### src/rtl/zvu_pkg.sv
package zvu_pkg;

    // Soft-mute sequencer modes
    typedef enum logic [1:0] {
        RM_IDLE  = 2'd0,
        RM_DOWN  = 2'd1,
        RM_MUTED = 2'd2,
        RM_UP    = 2'd3
    } ramp_mode_e;

endpackage

### src/rtl/zvu_zc_detect.sv
module zvu_zc_detect #(
    parameter int SAMPLE_W = 16,
    parameter int NUM_CH   = 2,
    parameter int CH_W     = 1
) (
    input  logic                clk,
    input  logic                rst_n,
    input  logic                smp_vld,
    input  logic [CH_W-1:0]     smp_ch,
    input  logic [SAMPLE_W-1:0] smp_data,
    output logic                zc
);

    typedef struct packed {
        logic [NUM_CH-1:0] sign;
        logic [NUM_CH-1:0] seen;
    } zc_st_t;

    zc_st_t s_q, s_d;

    logic              neg;
    logic              is_zero;
    logic [NUM_CH-1:0] hit;

    assign neg     = smp_data[SAMPLE_W-1];
    assign is_zero = (smp_data == '0);

    // per-channel crossing decision
    for (genvar c = 0; c < NUM_CH; c++) begin : g_ch
        assign hit[c] = smp_vld && (smp_ch == CH_W'(c)) &&
                        (is_zero || (s_q.seen[c] && (s_q.sign[c] != neg)));
    end

    assign zc = |hit;

    always_comb begin
        s_d = s_q;
        if (smp_vld) begin
            for (int c = 0; c < NUM_CH; c++) begin
                if (smp_ch == CH_W'(c)) begin
                    s_d.sign[c] = neg;
                    s_d.seen[c] = 1'b1;
                end
            end
        end
    end

    always_ff @(posedge clk or negedge rst_n) begin
        if (!rst_n) s_q <= '0;
        else        s_q <= s_d;
    end

endmodule

### src/rtl/zvu_apply.sv
module zvu_apply #(
    parameter int VOL_W          = 7,
    parameter int TIMEOUT_FRAMES = 4096,
    parameter int RESET_CODE     = 0
) (
    input  logic             clk,
    input  logic             rst_n,
    input  logic             cancel,
    input  logic             req_vld,
    input  logic [VOL_W-1:0] req_code,
    input  logic             zc,
    input  logic             frame_stb,
    input  logic             tmo_dis,
    output logic [VOL_W-1:0] vol,
    output logic             upd,
    output logic             pend,
    output logic [VOL_W-1:0] target
);

    localparam int              TMO_CW  = (TIMEOUT_FRAMES > 1) ? $clog2(TIMEOUT_FRAMES) : 1;
    localparam logic [TMO_CW-1:0] TMO_MAX = TMO_CW'(TIMEOUT_FRAMES - 1);

    typedef struct packed {
        logic [VOL_W-1:0]  vol;
        logic              upd;
        logic              pend;
        logic [VOL_W-1:0]  target;
        logic [TMO_CW-1:0] cnt;
    } ap_st_t;

    localparam ap_st_t RESET_S = '{
        vol:    VOL_W'(RESET_CODE),
        upd:    1'b0,
        pend:   1'b0,
        target: VOL_W'(RESET_CODE),
        cnt:    '0
    };

    ap_st_t s_q, s_d;
    logic   expire;
    logic   fire;

    assign expire = frame_stb && (s_q.cnt == TMO_MAX) && !tmo_dis;
    assign fire   = s_q.pend && (zc || expire);

    always_comb begin
        s_d     = s_q;
        s_d.upd = 1'b0;
        if (cancel) begin
            s_d.pend = 1'b0;
            s_d.cnt  = '0;
        end else if (req_vld) begin
            // newest request wins, crossing in this cycle is not used
            s_d.pend   = 1'b1;
            s_d.target = req_code;
            s_d.cnt    = '0;
        end else if (fire) begin
            s_d.vol  = s_q.target;
            s_d.upd  = 1'b1;
            s_d.pend = 1'b0;
            s_d.cnt  = '0;
        end else if (s_q.pend && frame_stb && (s_q.cnt != TMO_MAX)) begin
            s_d.cnt = s_q.cnt + 1'b1;
        end
    end

    always_ff @(posedge clk or negedge rst_n) begin
        if (!rst_n) s_q <= RESET_S;
        else        s_q <= s_d;
    end

    assign vol    = s_q.vol;
    assign upd    = s_q.upd;
    assign pend   = s_q.pend;
    assign target = s_q.target;

endmodule

### src/rtl/zvu_ramp.sv
module zvu_ramp
    import zvu_pkg::*;
#(
    parameter int VOL_W     = 7,
    parameter int MUTE_CODE = 69,
    parameter int DIV_W     = 4
) (
    input  logic             clk,
    input  logic             rst_n,
    input  logic             smute,
    input  logic             user_vld,
    input  logic [VOL_W-1:0] user_code,
    input  logic             pend,
    input  logic [VOL_W-1:0] pend_target,
    input  logic [VOL_W-1:0] vol,
    input  logic             frame_stb,
    input  logic [DIV_W-1:0] ramp_div,
    output logic             step_vld,
    output logic [VOL_W-1:0] step_code,
    output logic             cancel,
    output logic             user_pass,
    output logic             ramping
);

    localparam logic [VOL_W-1:0] MUTE_V = VOL_W'(MUTE_CODE);

    typedef struct packed {
        ramp_mode_e       mode;
        logic [VOL_W-1:0] restore;
        logic [DIV_W-1:0] cnt;
    } rp_st_t;

    rp_st_t s_q, s_d;

    logic [DIV_W-1:0] div_max;
    logic [VOL_W-1:0] goal;
    logic             can_step;

    assign div_max = (ramp_div == '0) ? '0 : (ramp_div - 1'b1);

    always_comb begin
        s_d       = s_q;
        step_vld  = 1'b0;
        step_code = vol;
        cancel    = 1'b0;
        goal      = s_q.restore;
        can_step  = 1'b0;
        unique case (s_q.mode)
            RM_IDLE: begin
                if (smute) begin
                    s_d.mode = RM_DOWN;
                    s_d.cnt  = '0;
                    cancel   = 1'b1;
                    if (user_vld)  s_d.restore = user_code;
                    else if (pend) s_d.restore = pend_target;
                    else           s_d.restore = vol;
                end
            end
            RM_DOWN: begin
                if (user_vld) s_d.restore = user_code;
                if (!smute) begin
                    s_d.mode = RM_UP;
                    s_d.cnt  = '0;
                end else if (!pend && (vol == MUTE_V)) begin
                    s_d.mode = RM_MUTED;
                end else begin
                    goal     = MUTE_V;
                    can_step = 1'b1;
                end
            end
            RM_MUTED: begin
                if (user_vld) s_d.restore = user_code;
                if (!smute) begin
                    s_d.mode = RM_UP;
                    s_d.cnt  = '0;
                end
            end
            RM_UP: begin
                if (user_vld) s_d.restore = user_code;
                if (smute) begin
                    s_d.mode = RM_DOWN;
                    s_d.cnt  = '0;
                end else if (!pend && !user_vld && (vol == s_q.restore)) begin
                    s_d.mode = RM_IDLE;
                end else begin
                    goal     = s_q.restore;
                    can_step = 1'b1;
                end
            end
            default: s_d.mode = RM_IDLE;
        endcase

        // frame-paced stepping, paused while a step waits for its crossing
        if (can_step && !pend && (vol != goal) && frame_stb) begin
            if (s_q.cnt == div_max) begin
                step_vld  = 1'b1;
                step_code = (vol < goal) ? (vol + 1'b1) : (vol - 1'b1);
                s_d.cnt   = '0;
            end else begin
                s_d.cnt = s_q.cnt + 1'b1;
            end
        end
    end

    always_ff @(posedge clk or negedge rst_n) begin
        if (!rst_n) begin
            s_q.mode    <= RM_IDLE;
            s_q.restore <= '0;
            s_q.cnt     <= '0;
        end else begin
            s_q <= s_d;
        end
    end

    assign user_pass = (s_q.mode == RM_IDLE) && !smute;
    assign ramping   = (s_q.mode == RM_DOWN) || (s_q.mode == RM_UP);

endmodule

### src/rtl/zvu_ctrl.sv
module zvu_ctrl #(
    parameter int SAMPLE_W       = 16,
    parameter int NUM_CH         = 2,
    parameter int VOL_W          = 7,
    parameter int MUTE_CODE      = 69,
    parameter int TIMEOUT_FRAMES = 4096,
    parameter int DIV_W          = 4,
    parameter int RESET_CODE     = 0,
    localparam int CH_W          = (NUM_CH > 1) ? $clog2(NUM_CH) : 1
) (
    input  logic                clk,
    input  logic                rst_n,
    input  logic                smp_vld,
    input  logic [CH_W-1:0]     smp_ch,
    input  logic [SAMPLE_W-1:0] smp_data,
    input  logic                frame_stb,
    input  logic                vol_req_vld,
    input  logic [VOL_W-1:0]    vol_req,
    input  logic                tmo_dis,
    input  logic                smute_req,
    input  logic [DIV_W-1:0]    ramp_div,
    output logic [VOL_W-1:0]    vol_out,
    output logic                vol_upd,
    output logic                busy
);

    localparam logic [VOL_W-1:0] MUTE_V = VOL_W'(MUTE_CODE);

    logic             zc;
    logic [VOL_W-1:0] user_code;
    logic             step_vld;
    logic [VOL_W-1:0] step_code;
    logic             cancel;
    logic             user_pass;
    logic             ramping;
    logic             pend;
    logic [VOL_W-1:0] target;
    logic             ap_req_vld;
    logic [VOL_W-1:0] ap_req_code;

    assign user_code   = (vol_req > MUTE_V) ? MUTE_V : vol_req;
    assign ap_req_vld  = user_pass ? vol_req_vld : step_vld;
    assign ap_req_code = user_pass ? user_code   : step_code;

    zvu_zc_detect #(
        .SAMPLE_W (SAMPLE_W),
        .NUM_CH   (NUM_CH),
        .CH_W     (CH_W)
    ) u_zc (
        .clk      (clk),
        .rst_n    (rst_n),
        .smp_vld  (smp_vld),
        .smp_ch   (smp_ch),
        .smp_data (smp_data),
        .zc       (zc)
    );

    zvu_apply #(
        .VOL_W          (VOL_W),
        .TIMEOUT_FRAMES (TIMEOUT_FRAMES),
        .RESET_CODE     (RESET_CODE)
    ) u_apply (
        .clk       (clk),
        .rst_n     (rst_n),
        .cancel    (cancel),
        .req_vld   (ap_req_vld),
        .req_code  (ap_req_code),
        .zc        (zc),
        .frame_stb (frame_stb),
        .tmo_dis   (tmo_dis),
        .vol       (vol_out),
        .upd       (vol_upd),
        .pend      (pend),
        .target    (target)
    );

    zvu_ramp #(
        .VOL_W     (VOL_W),
        .MUTE_CODE (MUTE_CODE),
        .DIV_W     (DIV_W)
    ) u_ramp (
        .clk         (clk),
        .rst_n       (rst_n),
        .smute       (smute_req),
        .user_vld    (vol_req_vld),
        .user_code   (user_code),
        .pend        (pend),
        .pend_target (target),
        .vol         (vol_out),
        .frame_stb   (frame_stb),
        .ramp_div    (ramp_div),
        .step_vld    (step_vld),
        .step_code   (step_code),
        .cancel      (cancel),
        .user_pass   (user_pass),
        .ramping     (ramping)
    );

    assign busy = pend || ramping;

endmodule

### config.mk
export PLATFORM = sky130hd
export DESIGN_NAME = zvu_ctrl
export DESIGN_NICKNAME = d
export VERILOG_FILES = /design/src/rtl/zvu_pkg.sv /design/src/rtl/zvu_zc_detect.sv /design/src/rtl/zvu_apply.sv /design/src/rtl/zvu_ramp.sv /design/src/rtl/zvu_ctrl.sv
export SDC_FILE = /design/constraint.sdc
export NUM_CORES = 1
export LEC_CHECK = 0
export BUFFER_PORTS_ARGS = -buffer_cell sky130_fd_sc_hd__buf_2
export CAP_MARGIN = 10
export CORE_MARGIN = 4
export CORE_UTILIZATION = 50
export DETAILED_ROUTE_END_ITERATION = 6
export GPL_TIMING_DRIVEN = 1
export PLACE_DENSITY = 0.79
export SYNTH_ARGS = -nofsm -noshare
export SYNTH_HDL_FRONTEND = slang
export SYNTH_HIERARCHICAL = 1
export SYNTH_SLANG_ARGS = --single-unit
### constraint.sdc
create_clock -name clk -period 7.7 [get_ports clk]
set_clock_uncertainty 0.2 [all_clocks]
set_input_delay 1.54 -clock clk [delete_from_list [all_inputs] [get_ports clk]]
set_output_delay 1.54 -clock clk [all_outputs]
set_load 0.1 [all_outputs]
Yosys cells after proc, flatten, opt, wreduce, memory -nomap -nowiden
Index checks and enable logic that the tools add are counted.
- register bits: 45
- output and inout port bits: 9
- logic and storage cells: 120
- bits of input ports: 35
- reductions and logical operators: 39
- order comparisons: 2
- mux-type cells: 42
- $add $sub $neg: 5
- equality and inequality tests: 17
- bitwise gates (word level): 3
- operators by type and width (cell ; count):
    7-bit 2-to-1 mux ; 11
    13-bit one-hot mux with 4 select lines ; 1
    12-bit 2-to-1 mux ; 4
    4-bit 2-to-1 mux ; 5
    1-bit logical AND ; 18
    16-bit logical NOT ; 1
    1-bit 2-to-1 mux ; 13
    13-bit 2-to-1 mux ; 1
    12-bit by 1-bit adder with 12-bit output (second input constant) ; 1
    12-bit equality test (second input constant) ; 1
    2-bit 2-to-1 mux ; 6
    12-bit != test (second input constant) ; 1
    3-bit by 2-bit != test with 1-bit output (second input constant) ; 4
    2-bit AND reduction ; 4
    7-bit by 1-bit adder with 7-bit output (second input constant) ; 1
    7-bit equality test ; 1
    7-bit equality test (second input constant) ; 1
    7-bit > comparator (second input constant) ; 1
    7-bit less-than comparator ; 1
    7-bit != test ; 1
    7-bit by 1-bit subtractor with 7-bit output (second input constant) ; 1
    1-bit logical OR ; 5
    4-bit by 1-bit adder with 4-bit output (second input constant) ; 1
    2-bit equality test (second input constant) ; 2
    other kinds (15) ; 22

Longest topological paths before layout
- word-level depth: 13
- mapped depth: 19
- mapped depth without buffers: 18

By module
Netlist, hierarchy kept.
- by module, submodules not included (module ; instances ; area each (µm²) ; cells an instance ; sequential area each (µm²)):
    zvu_ramp ; 1 ; 1681.6 ; 197 ; 325.3
    zvu_apply ; 1 ; 1472.7 ; 132 ; 700.7
    zvu_zc_detect ; 1 ; 244.0 ; 21 ; 100.1
    zvu_ctrl ; 1 ; 173.9 ; 23 ; 0.0

Worst setup path after synthesis
Ideal clock, no wire load.
- kind: input to register
- from: input smute_req
- to: register u_apply.s_q (netlist bit u_apply/target[6])
- data required time: 7.375 ns
- setup slack: 2.761 ns
- stages on the path: 16
- path buffers: 0
- arrival: 4.614 ns
- library setup time: 0.125 ns
- cell sequence: nand3_1 -> nand2_1 -> ha_1 -> nor2b_1 -> o21a_1 -> o211ai_1 -> nand2_1 -> fa_1 -> a211oi_1 -> o21bai_1 -> a21oi_1 -> a21boi_0 -> o211ai_1 -> xnor2_1 -> mux2_2 -> mux2_2
- elaborated cells between the ends (all ways): 22
- those cells by class: 1 x order compare; 1 x eq/ne; 13 x mux; 1 x bitwise; 6 x reduce/logical
- RTL lines (element ; line ; RTL):
    from (decl) ; zvu_ctrl.sv:20 ; input logic smute_req,
    7-bit 2-to-1 mux, or another cell as far along ; zvu_ramp.sv:61 ; if (!smute) begin
    7-bit 2-to-1 mux / 1-bit one-hot mux with 2 select lines (equally long branches) ; -- ;
    7-bit less-than comparator, or another cell as far along ; zvu_ramp.sv:97 ; step_code = (vol < goal) ? (vol + 1'b1) : (vol - 1'b1);
    7-bit 2-to-1 mux / 1-bit logical AND (equally long branches) ; zvu_ramp.sv:97, zvu_ramp.sv:94 ;
    7-bit 2-to-1 mux / 1-bit logical AND (equally long branches) ; zvu_ramp.sv:95, zvu_ramp.sv:94 ;
    7-bit 2-to-1 mux * ; zvu_ramp.sv:94 ; if (can_step && !pend && (vol != goal) && frame_stb) begin
    via step_code[6] ; zvu_ctrl.sv:32 ; logic [VOL_W-1:0] step_code;
    7-bit 2-to-1 mux * ; zvu_ctrl.sv:43 ; assign ap_req_code = user_pass ? user_code : step_code;
    via ap_req_code[6] ; zvu_ctrl.sv:39 ; logic [VOL_W-1:0] ap_req_code;
    to (signal assigned) ; zvu_apply.sv:68 ; if (!rst_n) s_q <= RESET_S;
    to (signal assigned) ; zvu_apply.sv:69 ; else s_q <= s_d;
    to (decl) ; zvu_apply.sv:39 ; ap_st_t s_q, s_d;
The timed path passes the listed nets; every way through them passes the cells marked *.
A chain may end at the register's enable or synchronous reset.

Worst setup path in the final report
Same ends and word-level chain as after synthesis.

==> summary.md <==
| Metric | Value |
|---|---|
| Area after DPL | approximately 3700 um^2 |
| # IOs | 44 |
| Starting Density | 0.520 |
| Worst rel slew slack | 0.285 |
| CP required | 7.69 ns |
| Number of global-route vias before repair | between 2k and 3k |
| Post-CTS Setup Inserts | 0 |
| Mapped Cells | 373 |
| Fin nets | 452 |
| Clk slew on worst S/H paths | 0.09 ns |
| Total power | roughly 0.0013 W |
| Worst Path Arrival | 5.23 ns |
| Drt via density | between 6 and 7 |
| Root buffer cell | clkbuf_8 |
| Overflow after GRT | 0 |
| WHS | between 0.2 and 0.3 ns |
| Crit Path Category | input pin to flip-flop |
| Yosys reg bits | 45 |
| ANT nets after route | 0 |
| Period minus WS final | between 5 and 6 ns |
| First-pass DRT Iterations | 6 |
| Syn Nets | 428 |
| Max-slew violations | 0 |
| Die outline width | between 90 and 100 um |
| WL per Instance | roughly 17 um |
| Synth warnings | 6 |
| Clock tree buffer depth | 2 |
| M3 GR Usage | 0.0292 |
| Max_cap viols | 0 |
| Hold Vio Cnt, Final | 0 |
| Layout area overhead | 7.15% |
| Initial DRC count | 170 |
| Core Box Area | 6870 um^2 |
| Placed Cells | ~490 |
| Fraction of layout cells with a size suffix above 1 | 0.246 |
| EDFF count, synth | 0 |
| IO Port Bufs | 43 |
| Static Leak | about 1.7 nW |
| Gr usage total | 0.201 |
| RSZ-0062 raised after global routing | false |
| Unique masters post-synth | about 70 |
| Met2 Track Usage GR | 0.360 |
| Largest net degree at the start of global routing | 46 |
| Synthesized area | between 3000 and 4000 um^2 |
| Pwr dens | around 350 nW/um^2 |
| Final Setup Violations | 0 |
| Drt drc | 0 |
| Most frequent cells in the layout | dfrtp_1, buf_2, mux2_2 |
| Fill cells | between 600 and 700 |
| Post-route cell area | about 3800 um^2 |
| Hold Buf Count CTS | 0 |
| Worst-path maximum fanout | 8 |
| Diode count | 0 |
| Syn_area_per_cell | about 9.6 um^2 |
| Clock latency on the worst-skew pair | roughly 0.30 ns |
| Finished Layout Cells | around 490 |
| DPL Wire Length | a little over 6 mm |
| CP Capture Type | flip-flop |
| HP Class | flip-flop to flip-flop |
| Worst-margin pin slew | 1.07 ns |
| GRT met1 Usage | 0.254 |
| Top_reg_cell synth | dfrtp_1 |
| FFs w/ async S/R, synth | 1.00 |
| Sequential cell area fraction in the yosys report | 0.315 |
| Startpoint types | input pin |
| CTS tree | built |
| Fmax | 191 MHz |
| Die Area | 8560 um^2 |
| Post-cts resize count | 0 |
| CTS Buf Count | 5 |
| Period utilisation layout | 0.680 |
| Outcome | finished, final reports clean |
| Vias post-DR | between 2k and 3k |
| Die Y | just over 90 um |
| Final TNS setup | 0 ns |
| H-tree depth | 2 |
| Max VDD drop | ~100 uV |
| Row count | 30 |
| Global routing's busiest layer | met2 |
| Clock sink count | 45 |
| First-pass GRT wire length | 14.0 mm |
| Most common cell after layout, fill and taps aside | dfrtp_1 |
| Routed WL | 8.42 mm |
| GPL Wtd Cong | about 0.87 |
| Antenna violations before repair | 0 |
-- Yosys cell counts, types with 2 or more instances --
library cell  instances  share of area
dfrtp_1              45           0.32
mux2_2               23          0.073
a21oi_1              21          0.029
nor2_1               20          0.021
ha_1                 19          0.067
nand2_1              18          0.019
o21ai_0              18          0.025
nor2b_1              15          0.026
buf_4                14          0.029
inv_1                13          0.014
xnor2_1              13          0.032
nand2b_1              9          0.016
nand3_1               9          0.013
or3_1                 8          0.014
a31oi_1               7          0.012
and2_1                7          0.012
clkbuf_1              7         0.0074
mux2i_1               7          0.020
o221a_2               6          0.019
mux2_1                5          0.016
nor3_1                5         0.0070
buf_2                 4         0.0056
nor4_1                4         0.0070
o21a_1                4         0.0084
o31ai_1               4         0.0084
a21o_1                3         0.0063
and3_1                3         0.0053
nand4_1               3         0.0053
o211ai_1              3         0.0063
o41ai_1               3         0.0074
or4_1                 3         0.0063
xor2_1                3         0.0074
a22o_1                2         0.0049
and4_4                2         0.0063
mux2_4                2         0.0084
nand3b_1              2         0.0042
nor3b_1               2         0.0042
o21bai_1              2         0.0042
or2_2                 2         0.0035
-- stage by stage --
stage | setup WS, ns | utilization
after floorplan | 2.76 | -
after global placement | 2.42 | 0.545
after detailed placement | 2.20 | 0.545
after CTS | 2.52 | 0.557
after global routing | 2.25 | 0.557
final | 2.47 | 0.557
-- flip-flops by register name (all words and copies together), names as in the netlist --
name and cells:
u_apply/target 7, u_apply/vol 7, u_apply/s_q 12, u_ramp/s_q 13, u_apply/pend 1, u_zc/s_q 4, u_apply/upd 1
-- where the power goes --
group | switching (W) | leakage [nW] | total [W] | internal [W]
logic | 0.000475 | 1.11 | 0.000788 | 0.000313
clock network | 0.0000817 | 0.0450 | 0.000145 | 0.0000631
registers | 0.000111 | 0.592 | 0.000412 | 0.000301
-- critical path, cell delays in order --
cell	delay, ns
buf_2	0.13
nand3_1	0.21
nand2_1	0.09
ha_1	0.29
nor2b_1	0.13
o21a_1	0.16
o211ai_1	0.26
nand2_1	0.25
fa_1	0.48
a211oi_1	0.31
o21bai_1	0.11
a21oi_1	0.21
a21boi_0	0.21
o211ai_1	0.15
xnor2_1	0.17
mux2_2	0.26
mux2_2	0.26
-- layer usage --
| metal | wire length [um] | vias up |
|---|---|---|
| met2 | 4380 | 87 |
| met5 | 0 | - |
| met1 | 3520 | 1473 |
| met3 | 433 | 9 |
| met4 | 80 | 0 |
| li1 | - | 1417 |
-- final timing paths --
path | slack (ns) | from | to | cells past startpoint
worst max-delay path | 2.47 | smute_req | u_apply/target[6] | 17
worst min-delay path | 0.28 | u_zc/s_q[1] | u_zc/s_q[1] | 1
worst max register to register | 2.71 | u_apply/pend | u_apply/target[6] | 18
worst min register to register | 0.28 | u_zc/s_q[1] | u_zc/s_q[1] | 1
max in group asynchronous | 5.44 | rst_n | u_apply/vol[4] | 1
min in group asynchronous | 1.21 | rst_n | u_apply/target[0] | 1
-- cell type report --
type                            count  area, um^2  share of cell area
Sequential cell                    45        1130               0.294
Multi-Input combinational cell    289        2230               0.584
Clock inverter                      2        10.0             0.00262
Tap cell                           96         120              0.0314
Timing Repair Buffer               43         215              0.0562
Inverter                           13        48.8              0.0127
Clock buffer                        6        72.6              0.0190
-- cell families (layout without fill, tap and decap cells) --
group	count (synthesis)	in the layout	share of synthesized area
AND/OR/NAND/NOR	126	126	0.216
multiplexers	37	37	0.116
AO/OA/AOI/OAI	90	90	0.181
XOR/XNOR	16	16	0.0392
flip-flops	45	45	0.315
buffers and inverters	39	64	0.0592
adder cells (fa/ha/maj)	20	20	0.0722
(Power assumes the default switching activity.)
